===== src/rtl/sram_ctl_pkg.sv =====
package sram_ctl_pkg;

  typedef enum logic [2:0] {
    ST_IDLE   = 3'd0,
    ST_WPULSE = 3'd1,
    ST_WREC   = 3'd2,
    ST_RACC   = 3'd3,
    ST_RTURN  = 3'd4,
    ST_SKIP   = 3'd5
  } ctl_state_e;

  // Round a nanosecond constraint up to whole clock cycles.
  function automatic int unsigned ns2cyc(input int unsigned ns, input int unsigned per);
    return (ns == 0) ? 0 : (ns + per - 1) / per;
  endfunction

  function automatic int unsigned cyc_max(input int unsigned a, input int unsigned b);
    return (a > b) ? a : b;
  endfunction

endpackage


===== src/rtl/sram_ctl_phase_cnt.sv =====
module sram_ctl_phase_cnt #(
  parameter int unsigned CNT_W = 4
) (
  input  logic             clk,
  input  logic             rst_n,
  input  logic             load,
  input  logic [CNT_W-1:0] load_val,
  output logic             done
);

  logic [CNT_W-1:0] cnt_q;
  logic             cnt_en;

  assign done   = (cnt_q == '0);
  assign cnt_en = load | ~done;

  always_ff @(posedge clk or negedge rst_n) begin
    if (!rst_n) begin
      cnt_q <= '0;
    end else if (cnt_en) begin
      cnt_q <= load ? load_val : cnt_q - 1'b1;
    end
  end

endmodule


===== src/rtl/sram_ctl_fsm.sv =====
module sram_ctl_fsm
  import sram_ctl_pkg::*;
#(
  parameter int unsigned CNT_W    = 4,
  parameter int unsigned RD_CYC   = 7,
  parameter int unsigned WP_CYC   = 6,
  parameter int unsigned WREC_CYC = 1,
  parameter int unsigned TA_CYC   = 3
) (
  input  logic             clk,
  input  logic             rst_n,
  input  logic             req_valid,
  input  logic             req_write,
  input  logic             req_mask_zero,
  input  logic             cnt_done,
  output ctl_state_e       state_q,
  output logic             cnt_load,
  output logic [CNT_W-1:0] cnt_val,
  output logic             accept
);

  ctl_state_e state_d;

  always_comb begin
    state_d  = state_q;
    cnt_load = 1'b0;
    cnt_val  = '0;
    accept   = 1'b0;
    unique case (state_q)
      ST_IDLE: begin
        if (req_valid) begin
          accept = 1'b1;
          if (req_mask_zero) begin
            state_d = ST_SKIP;
          end else if (req_write) begin
            state_d  = ST_WPULSE;
            cnt_load = 1'b1;
            cnt_val  = CNT_W'(WP_CYC - 1);
          end else begin
            state_d  = ST_RACC;
            cnt_load = 1'b1;
            cnt_val  = CNT_W'(RD_CYC - 1);
          end
        end
      end
      ST_WPULSE: begin
        if (cnt_done) begin
          state_d  = ST_WREC;
          cnt_load = 1'b1;
          cnt_val  = CNT_W'(WREC_CYC - 1);
        end
      end
      ST_RACC: begin
        if (cnt_done) begin
          state_d  = ST_RTURN;
          cnt_load = 1'b1;
          cnt_val  = CNT_W'(TA_CYC - 1);
        end
      end
      ST_WREC, ST_RTURN: begin
        if (cnt_done) state_d = ST_IDLE;
      end
      default: state_d = ST_IDLE;
    endcase
  end

  always_ff @(posedge clk or negedge rst_n) begin
    if (!rst_n) begin
      state_q <= ST_IDLE;
    end else begin
      state_q <= state_d;
    end
  end

endmodule


===== src/rtl/sram_ctl_rdcap.sv =====
module sram_ctl_rdcap #(
  parameter int unsigned DATA_W = 16,
  parameter int unsigned BE_W   = DATA_W / 8
) (
  input  logic              clk,
  input  logic              rst_n,
  input  logic              cap_en,
  input  logic              zero_en,
  input  logic [BE_W-1:0]   lane_sel,
  input  logic [DATA_W-1:0] dq_i,
  output logic              rsp_valid,
  output logic [DATA_W-1:0] rsp_rdata
);

  logic [DATA_W-1:0] keep;
  logic              data_en;

  for (genvar g = 0; g < BE_W; g++) begin : g_lane
    assign keep[g*8 +: 8] = {8{lane_sel[g]}};
  end

  assign data_en = cap_en | zero_en;

  always_ff @(posedge clk or negedge rst_n) begin
    if (!rst_n) begin
      rsp_valid <= 1'b0;
    end else begin
      rsp_valid <= data_en;
    end
  end

  always_ff @(posedge clk or negedge rst_n) begin
    if (!rst_n) begin
      rsp_rdata <= '0;
    end else if (data_en) begin
      rsp_rdata <= cap_en ? (dq_i & keep) : '0;
    end
  end

endmodule


===== src/rtl/sram_ctl.sv =====
module sram_ctl
  import sram_ctl_pkg::*;
#(
  parameter int unsigned ADDR_W   = 16,
  parameter int unsigned DATA_W   = 16,
  parameter int unsigned CLK_NS   = 8,
  parameter int unsigned T_RC_NS  = 55,
  parameter int unsigned T_AA_NS  = 55,
  parameter int unsigned T_DOE_NS = 25,
  parameter int unsigned T_PWE_NS = 45,
  parameter int unsigned T_WC_NS  = 55,
  parameter int unsigned T_SD_NS  = 25,
  parameter int unsigned T_AW_NS  = 45,
  parameter int unsigned T_HZ_NS  = 20,
  localparam int unsigned BE_W    = DATA_W / 8
) (
  input  logic              clk,
  input  logic              rst_n,
  input  logic              req_valid,
  output logic              req_ready,
  input  logic              req_write,
  input  logic [ADDR_W-1:0] req_addr,
  input  logic [DATA_W-1:0] req_wdata,
  input  logic [BE_W-1:0]   req_mask,
  output logic              rsp_valid,
  output logic [DATA_W-1:0] rsp_rdata,
  output logic [ADDR_W-1:0] sram_addr,
  output logic              sram_ce_n,
  output logic              sram_we_n,
  output logic              sram_oe_n,
  output logic [BE_W-1:0]   sram_be_n,
  output logic [DATA_W-1:0] sram_dq_o,
  output logic              sram_dq_oe,
  input  logic [DATA_W-1:0] sram_dq_i
);

  localparam int unsigned RD_CYC = cyc_max(
      cyc_max(ns2cyc(T_RC_NS, CLK_NS), ns2cyc(T_AA_NS, CLK_NS)),
      cyc_max(ns2cyc(T_DOE_NS, CLK_NS), 1));
  localparam int unsigned WP_CYC = cyc_max(
      cyc_max(ns2cyc(T_PWE_NS, CLK_NS), ns2cyc(T_SD_NS, CLK_NS)),
      cyc_max(ns2cyc(T_AW_NS, CLK_NS), 1));
  localparam int unsigned WC_CYC   = ns2cyc(T_WC_NS, CLK_NS);
  localparam int unsigned WREC_CYC = (WC_CYC > WP_CYC + 1) ? (WC_CYC - WP_CYC) : 1;
  localparam int unsigned TA_CYC   = cyc_max(ns2cyc(T_HZ_NS, CLK_NS), 1);
  localparam int unsigned CNT_MAX  = cyc_max(cyc_max(RD_CYC, WP_CYC), cyc_max(WREC_CYC, TA_CYC));
  localparam int unsigned CNT_W    = $clog2(CNT_MAX + 1);

  ctl_state_e        state_q;
  logic              cnt_load;
  logic [CNT_W-1:0]  cnt_val;
  logic              cnt_done;
  logic              accept;

  logic [ADDR_W-1:0] addr_q;
  logic [DATA_W-1:0] wdata_q;
  logic [BE_W-1:0]   mask_q;
  logic              write_q;

  logic              wr_phase;
  logic              mem_sel;

  // Request capture, clock-enabled on acceptance.
  always_ff @(posedge clk or negedge rst_n) begin
    if (!rst_n) begin
      addr_q  <= '0;
      wdata_q <= '0;
      mask_q  <= '0;
      write_q <= 1'b0;
    end else if (accept) begin
      addr_q  <= req_addr;
      wdata_q <= req_wdata;
      mask_q  <= req_mask;
      write_q <= req_write;
    end
  end

  sram_ctl_fsm #(
    .CNT_W   (CNT_W),
    .RD_CYC  (RD_CYC),
    .WP_CYC  (WP_CYC),
    .WREC_CYC(WREC_CYC),
    .TA_CYC  (TA_CYC)
  ) fsm_i (
    .clk          (clk),
    .rst_n        (rst_n),
    .req_valid    (req_valid),
    .req_write    (req_write),
    .req_mask_zero(~|req_mask),
    .cnt_done     (cnt_done),
    .state_q      (state_q),
    .cnt_load     (cnt_load),
    .cnt_val      (cnt_val),
    .accept       (accept)
  );

  sram_ctl_phase_cnt #(
    .CNT_W(CNT_W)
  ) cnt_i (
    .clk     (clk),
    .rst_n   (rst_n),
    .load    (cnt_load),
    .load_val(cnt_val),
    .done    (cnt_done)
  );

  sram_ctl_rdcap #(
    .DATA_W(DATA_W),
    .BE_W  (BE_W)
  ) rdcap_i (
    .clk      (clk),
    .rst_n    (rst_n),
    .cap_en   ((state_q == ST_RACC) && cnt_done),
    .zero_en  ((state_q == ST_SKIP) && !write_q),
    .lane_sel (mask_q),
    .dq_i     (sram_dq_i),
    .rsp_valid(rsp_valid),
    .rsp_rdata(rsp_rdata)
  );

  // Pin decode from the registered state.
  assign wr_phase   = (state_q == ST_WPULSE) || (state_q == ST_WREC);
  assign mem_sel    = wr_phase || (state_q == ST_RACC);

  assign req_ready  = (state_q == ST_IDLE);
  assign sram_addr  = addr_q;
  assign sram_ce_n  = ~mem_sel;
  assign sram_we_n  = (state_q != ST_WPULSE);
  assign sram_oe_n  = (state_q != ST_RACC);
  assign sram_be_n  = mem_sel ? ~mask_q : '1;
  assign sram_dq_o  = wdata_q;
  assign sram_dq_oe = wr_phase;

endmodule


===== config.mk =====
export PLATFORM = sky130hd
export DESIGN_NAME = sram_ctl
export DESIGN_NICKNAME = d
export VERILOG_FILES = /design/src/rtl/sram_ctl_pkg.sv /design/src/rtl/sram_ctl_phase_cnt.sv /design/src/rtl/sram_ctl_fsm.sv /design/src/rtl/sram_ctl_rdcap.sv /design/src/rtl/sram_ctl.sv
export SDC_FILE = /design/constraint.sdc
export NUM_CORES = 1
export LEC_CHECK = 0
export CORE_AREA = 2 2 92 102
export CTS_CLUSTER_SIZE = 10
export DETAILED_ROUTE_END_ITERATION = 8
export DIE_AREA = 0 0 94 104
export GPL_TIMING_DRIVEN = 0
export PLACE_DENSITY = 0.63
export SLEW_MARGIN = 30
export SYNTH_ARGS = -nofsm -noshare
export SYNTH_HDL_FRONTEND = slang
export SYNTH_HIERARCHICAL = 1
export SYNTH_SLANG_ARGS = --single-unit

===== constraint.sdc =====
create_clock -name clk -period 2.32 [get_ports clk]
set_input_delay 0.464 -clock clk [delete_from_list [all_inputs] [get_ports clk]]
set_output_delay 0.464 -clock clk [all_outputs]
set_load 0.05 [all_outputs]

==> impl_metrics.csv, run 1 <==
group,metric,value,unit
finish,synthToLayoutAreaGrowth,56.0,%
sta,layout_worst_path_cycle_share,94.8,%
clock_tree,htreeDepth,3,
finish,drive_gt1_share,22.9,%
critical_path,r2r_slack,390,ps
floorplanning,fp.dieW,94,um
floorplanning,die_h,104,um
sta,slew_viol_final,0,
clock_tree,cts.clk_slew.worst_paths,70,ps
floorplanning,rows,36,
critical_path,crit_required,1860,ps
finish,nFillCells,847,
critical_path,critPathCaptureType,"output port",
clock_tree,cts_sinks,58,
sta,rsz0062_at_grt,"no",
sta,relSlewSlack,64.8,%
critical_path,ff2ff_path_depth,8,
global_routing,antenna_found_initial,0,
yosys,syn_avg_cell_area,15.0,um2
route,num_vias,1827,
clock_tree,cts_tree,"done",
floorplanning,core,8780,um2
yosys,synth_area,2560,um2
power_and_ir_drop,leakagePower,1.75,nW
global_routing,grt_start_max_net_pins,31,
global_routing,first_global_vias,1927,
sta,whs,51.0,ps
critical_path,cp-start-kind,"flip-flop",
sta,tightest_slew,526,ps
finish,num-nets-final,348,
sta,finalHoldViolations,0,
placed_design,dp_hpwl,4180,um
critical_path,path_class,"flip-flop to output port",
sta,finalSetupViolCount,0,
placed_design,dpl.cell_count,395,
placed_design,gp_congestion,0.794,
finish,final_common_cell,"clkdlybuf4s50_1",
yosys,synth_cell_types,36,
sta,fmax,455,MHz
route,routed_wirelength,5920,um
min_path,hold_path_class,"input pin to async pin",
route,drtIter0Drc,34,
yosys,synthFlopType,"dfrtp_1",
finish,n_antenna_cell,0,
global_routing,grt_use_total,12.6,%
status,status,"complete, no violations",
yosys,synth_nets,227,
yosys,synth_edf_count,0,
clock_tree,numCtsBuffers,9,
sta,period_needed,2200,ps
yosys,synthCells,171,
yosys,yosysSeqAreaShare,56.7,%
floorplanning,start_util,29.1,%
yosys,ys_ff_latch,58,
route,route.detailed.drc,0,
finish,final_cells,411,
clock_tree,clk_path_buf_depth,2,
power_and_ir_drop,power.total,6.79,mW
finish,final_area,3990,um2
placed_design,place_ws,154,ps
sta,setup_tns,0,ps
clock_tree,cts-root-buf,"clkbuf_8",
flow_run,cap_viol_max_count,0,
sta,fin_skew,7.50,ps
critical_path,startpoint,"fsm_i/state_q[1]",
yosys,async_flop_share,100,%
power_and_ir_drop,power_density,1700,nW/um2
route,post_drt_wl_per_cell,14.4,um
route,vias_per_cell,4.45,
critical_path,critical_path.max_fanout,13,
critical_path,r2r_end,"cnt_i/cnt_q[1]",
sta,setup_ws,121,ps
power_and_ir_drop,irDropWorstVdd,0.856,mV
finish,layout_common_cells,"clkdlybuf4s50_1 (101), dfrtp_1 (57), mux2_4 (30)",
route,drt-pass1-iter-count,4,
critical_path,crit_arrival,1740,ps
global_routing,grt.overflow.total,0,
placed_design,port-buffer-count,109,
clock_tree,ctsHoldBuffers,0,
finish,utilization,45.5,%
clock_tree,clock_latency,330,ps
floorplanning,ios,110,
global_routing,grt_pass1_wl,9670,um
yosys,yosys_warnings,6,
route,ant_nets,0,
placed_design,dpl_cell_area,3810,um2
critical_path,r2r-start,"cnt_i/cnt_q[0]",
floorplanning,die-area,9780,um2
per-layer routing:
metal | share of wire [%] | wire [um] | global-route usage [%]
met2 | 47 | 2760 | 18.9
met3 | 5.9 | 352 | 3.77
met4 | 1.1 | 63 | 5.07
met1 | 46 | 2750 | 16.9
met5 | 0 | 0 | 0
final cells by class:
type | count | area [um2] | area share, %
clock inverters | 5 | 38.8 | 0.971
plain buffers | 7 | 95.1 | 2.38
inverters | 9 | 33.8 | 0.846
flip-flops and latches | 58 | 1450 | 36.4
well taps | 114 | 143 | 3.57
clock buffers | 11 | 151 | 3.79
multi-input cells | 97 | 978 | 24.5
repair buffers | 110 | 1100 | 27.5
critical path, stage by stage, from the launching register on:
cell and delay [ps]:
dfrtp_1 540, o21ba_2 290, nand2_1 60, dlygate4sd2_1 520
flip-flops by register name, indices dropped and copies added, names as in the netlist:
register / flops
rdcap_i/rsp_rdata: 16
sram_addr: 16
sram_dq_o: 16
cnt_i/cnt_q: 3
fsm_i/state_q: 3
mask_q: 2
rdcap_i/rsp_valid: 1
write_q: 1
Yosys cell counts (all sizes together), types with 2 or more instances:
| master | count | area [um2] |
|---|---|---|
| dfrtp | 58 | 1450 |
| or3b | 2 | 17.5 |
| mux2 | 35 | 507 |
| ha | 2 | 25.0 |
| and3 | 2 | 12.5 |
| a22o | 14 | 126 |
| a31oi | 2 | 12.5 |
| a32o | 2 | 20.0 |
| inv | 9 | 33.8 |
| nor4b | 3 | 41.3 |
| nand2 | 4 | 15.0 |
| nor2 | 7 | 33.8 |
| o21ai | 3 | 15.0 |
| nor2b | 5 | 31.3 |
| and2 | 2 | 12.5 |
| nand2b | 4 | 27.5 |
| buf | 7 | 95.1 |
how the worst max path moves through the flow:
stage / endpoint / slack, ps / cells past startpoint
floorplan: req_ready / 240 / 1
global placement: sram_addr[9] / -1090 / 1
detailed placement: cnt_i/cnt_q[0] / 150 / 6
CTS: sram_be_n[1] / 80 / 3
global route: sram_dq_oe / 10 / 3
finish: sram_be_n[1] / 120 / 3
logic make-up (layout without fill, tap and decap cells):
kind of cell    after synthesis  after routing  synth area share (%)
simple gates                 32             32                  8.36
fa+ha+maj                     2              2                 0.978
buf+inv                      16            142                  5.04
flops                        58             58                  56.7
xor+xnor                      1              1                 0.342
compound gates               27             27                  8.75
mux                          35             35                  19.8
power breakdown:
| group | switching (mW) | total (mW) | internal, mW |
|---|---|---|---|
| clock | 0.413 | 0.859 | 0.447 |
| combinational | 2.42 | 4.10 | 1.68 |
| sequential | 0.340 | 1.84 | 1.50 |
what timing repair did:
| item | CTS | global route |
|---|---|---|
| cloned | 0 | 0 |
| setup endpoints to repair | 7 | 5 |
| resized for setup | 7 | 2 |
| buffers inserted | 0 | 0 |
Note: power is estimated with default switching activity, not from simulation.
==> run 2: changes to the inputs <==
- CTS_BUF_LIST: unset -> sky130_fd_sc_hd__clkbuf_4
==> run 2 against run 1 <==
- power shrank 3.9%
- sequential cell count is the same
- critical path depth is the same
- die area is the same
- non-clock buffer count grew 1
- wire length shrank 1.4%
- utilization shrank 0.71 points
- register-to-register slack gained 20 ps
- clock skew grew 1.4 ps
- critical path type unchanged
- highest routed layer unchanged
==> impl_metrics.csv, run 2 (synthesis results as in run 1) <==
group,metric,value,unit
status,status,"complete, no violations",
sta,finalHoldViolations,0,
clock_tree,post_cts_buffers,0,
global_routing,antenna_found_initial,0,
critical_path,r2r-start,"cnt_i/cnt_q[0]",
power_and_ir_drop,power_density,1660,nW/um2
critical_path,cp-start-kind,"flip-flop",
route,post_drt_wl_per_cell,14.2,um
route,ant_nets,0,
finish,num-nets-final,349,
placed_design,dpl_cell_area,3810,um2
floorplanning,rows,36,
floorplanning,fp.dieW,94,um
sta,rsz0062_at_grt,"no",
clock_tree,clk_path_buf_depth,2,
clock_tree,clock_latency,390,ps
flow_run,cap_viol_max_count,0,
route,vias_per_cell,4.44,
placed_design,dp_hpwl,4180,um
route,drt-pass1-iter-count,4,
sta,finalSetupViolCount,0,
critical_path,critPathCaptureType,"output port",
placed_design,gp_congestion,0.794,
power_and_ir_drop,power.total,6.53,mW
floorplanning,ios,110,
sta,fin_skew,8.85,ps
min_path,hold_path_class,"flip-flop to flip-flop",
global_routing,first_global_vias,1894,
finish,drive_gt1_share,22.5,%
power_and_ir_drop,leakagePower,1.71,nW
clock_tree,cts.clk_slew.worst_paths,100,ps
global_routing,grt_start_max_net_pins,31,
clock_tree,cts_sinks,58,
clock_tree,htreeDepth,3,
floorplanning,die_h,104,um
critical_path,critical_path.max_fanout,10,
power_and_ir_drop,irDropWorstVdd,0.847,mV
placed_design,port-buffer-count,109,
sta,fmax,450,MHz
sta,period_needed,2220,ps
finish,final_area,3930,um2
sta,layout_worst_path_cycle_share,95.8,%
power_and_ir_drop,comb_power_share,62.8,%
finish,final_common_cell,"clkdlybuf4s50_1",
global_routing,grt_pass1_wl,9540,um
route,route.detailed.drc,0,
power_and_ir_drop,clockPowerShare,9.2,%
finish,synthToLayoutAreaGrowth,53.6,%
floorplanning,die-area,9780,um2
power_and_ir_drop,swShare,48.1,%
critical_path,r2r_slack,410,ps
clock_tree,cts-root-buf,"clkbuf_4",
clock_tree,numCtsBuffers,9,
min_path,holdPathEnd,"rdcap_i/rsp_rdata[13]",
critical_path,crit_required,1860,ps
global_routing,grt.overflow.total,0,
min_path,hold_depth,1,
critical_path,path_class,"flip-flop to output port",
critical_path,crit_arrival,1760,ps
sta,slew_viol_final,0,
route,num_vias,1831,
power_and_ir_drop,netSwitchingPower,3.14,mW
floorplanning,start_util,29.1,%
clock_tree,cts_tree,"done",
critical_path,ff2ff_path_depth,8,
power_and_ir_drop,internal_power,3.39,mW
min_path,min_from,"rdcap_i/rsp_rdata[13]",
finish,n_antenna_cell,0,
floorplanning,core,8780,um2
critical_path,r2r_end,"cnt_i/cnt_q[1]",
global_routing,grt_use_total,12.4,%
sta,whs,502,ps
power_and_ir_drop,pwr-share-seq,28.0,%
sta,setup_tns,0,ps
route,routed_wirelength,5840,um
sta,tightest_slew,528,ps
sta,relSlewSlack,64.7,%
route,drtIter0Drc,33,
finish,layout_common_cells,"clkdlybuf4s50_1 (101), dfrtp_1 (56), mux2_4 (30)",
## run 2: timing repair
item | 4_1_cts | 5_1_grt
resized for setup | 7 | 5
pin swaps | 0 | 0
hold buffers | 1 | 0
hold endpoints to repair | 29 | 0
setup endpoints to repair | 7 | 9
## run 2: worst max path at each step
| stage | end | start |
|---|---|---|
| 2_1_floorplan | req_ready | fsm_i/state_q[1] |
| 3_3_place_gp | sram_addr[9] | rst_n |
| 3_5_place_dp | cnt_i/cnt_q[0] | req_valid |
| 4_1_cts | sram_be_n[1] | fsm_i/state_q[2] |
| 5_1_grt | sram_be_n[0] | fsm_i/state_q[0] |
| 6_report | sram_be_n[0] | fsm_i/state_q[0] |
## run 2: area by class of cell
type                       instances  area (um2)
fill                             856        4850
sequential                        58        1450
timing repair buffer             111        1110
multi-input combinational         97         978
tap                              114         143
buffer                             7        95.1
clock buffer                       9        67.6
clock inverter                     7        46.3
inverter                           9        33.8
## run 2: power groups by stage
stage | combinational [mW] | clock [mW] | sequential, mW
final | 4.10 | 0.598 | 1.83
after floorplan | 1.50 | 0 | 3.21
after global routing | 4.31 | 0.689 | 1.90
after detailed placement | 4.18 | 0 | 1.85
after CTS | 4.14 | 0.639 | 1.83
after global placement | 4.15 | 0 | 1.84
## run 2: through the flow
stage | utilization [%] | cells | setup slack (ps)
after CTS | 44.7 | 412 | 0.590
after floorplan | - | 171 | 244
after global placement | 43.2 | 394 | -1090
after detailed placement | 43.4 | 395 | 154
final | 44.7 | 412 | 96.8
after global routing | 44.7 | 412 | 0.194
## run 2: layer usage
layer | vias up | share of wire (%) | GRT usage, %
li1 | 855 | - | -
met1 | 899 | 48 | 16.9
met2 | 69 | 45 | 18.4
met3 | 8 | 5.4 | 3.70
met4 | 0 | 1.4 | 5.07
met5 | - | 0 | 0
## run 2: critical path, stage by stage (launching register included)
cell,delay (ps)
dfrtp_1,520
o21ba_2,280
nand2_1,60
dlygate4sd2_1,520
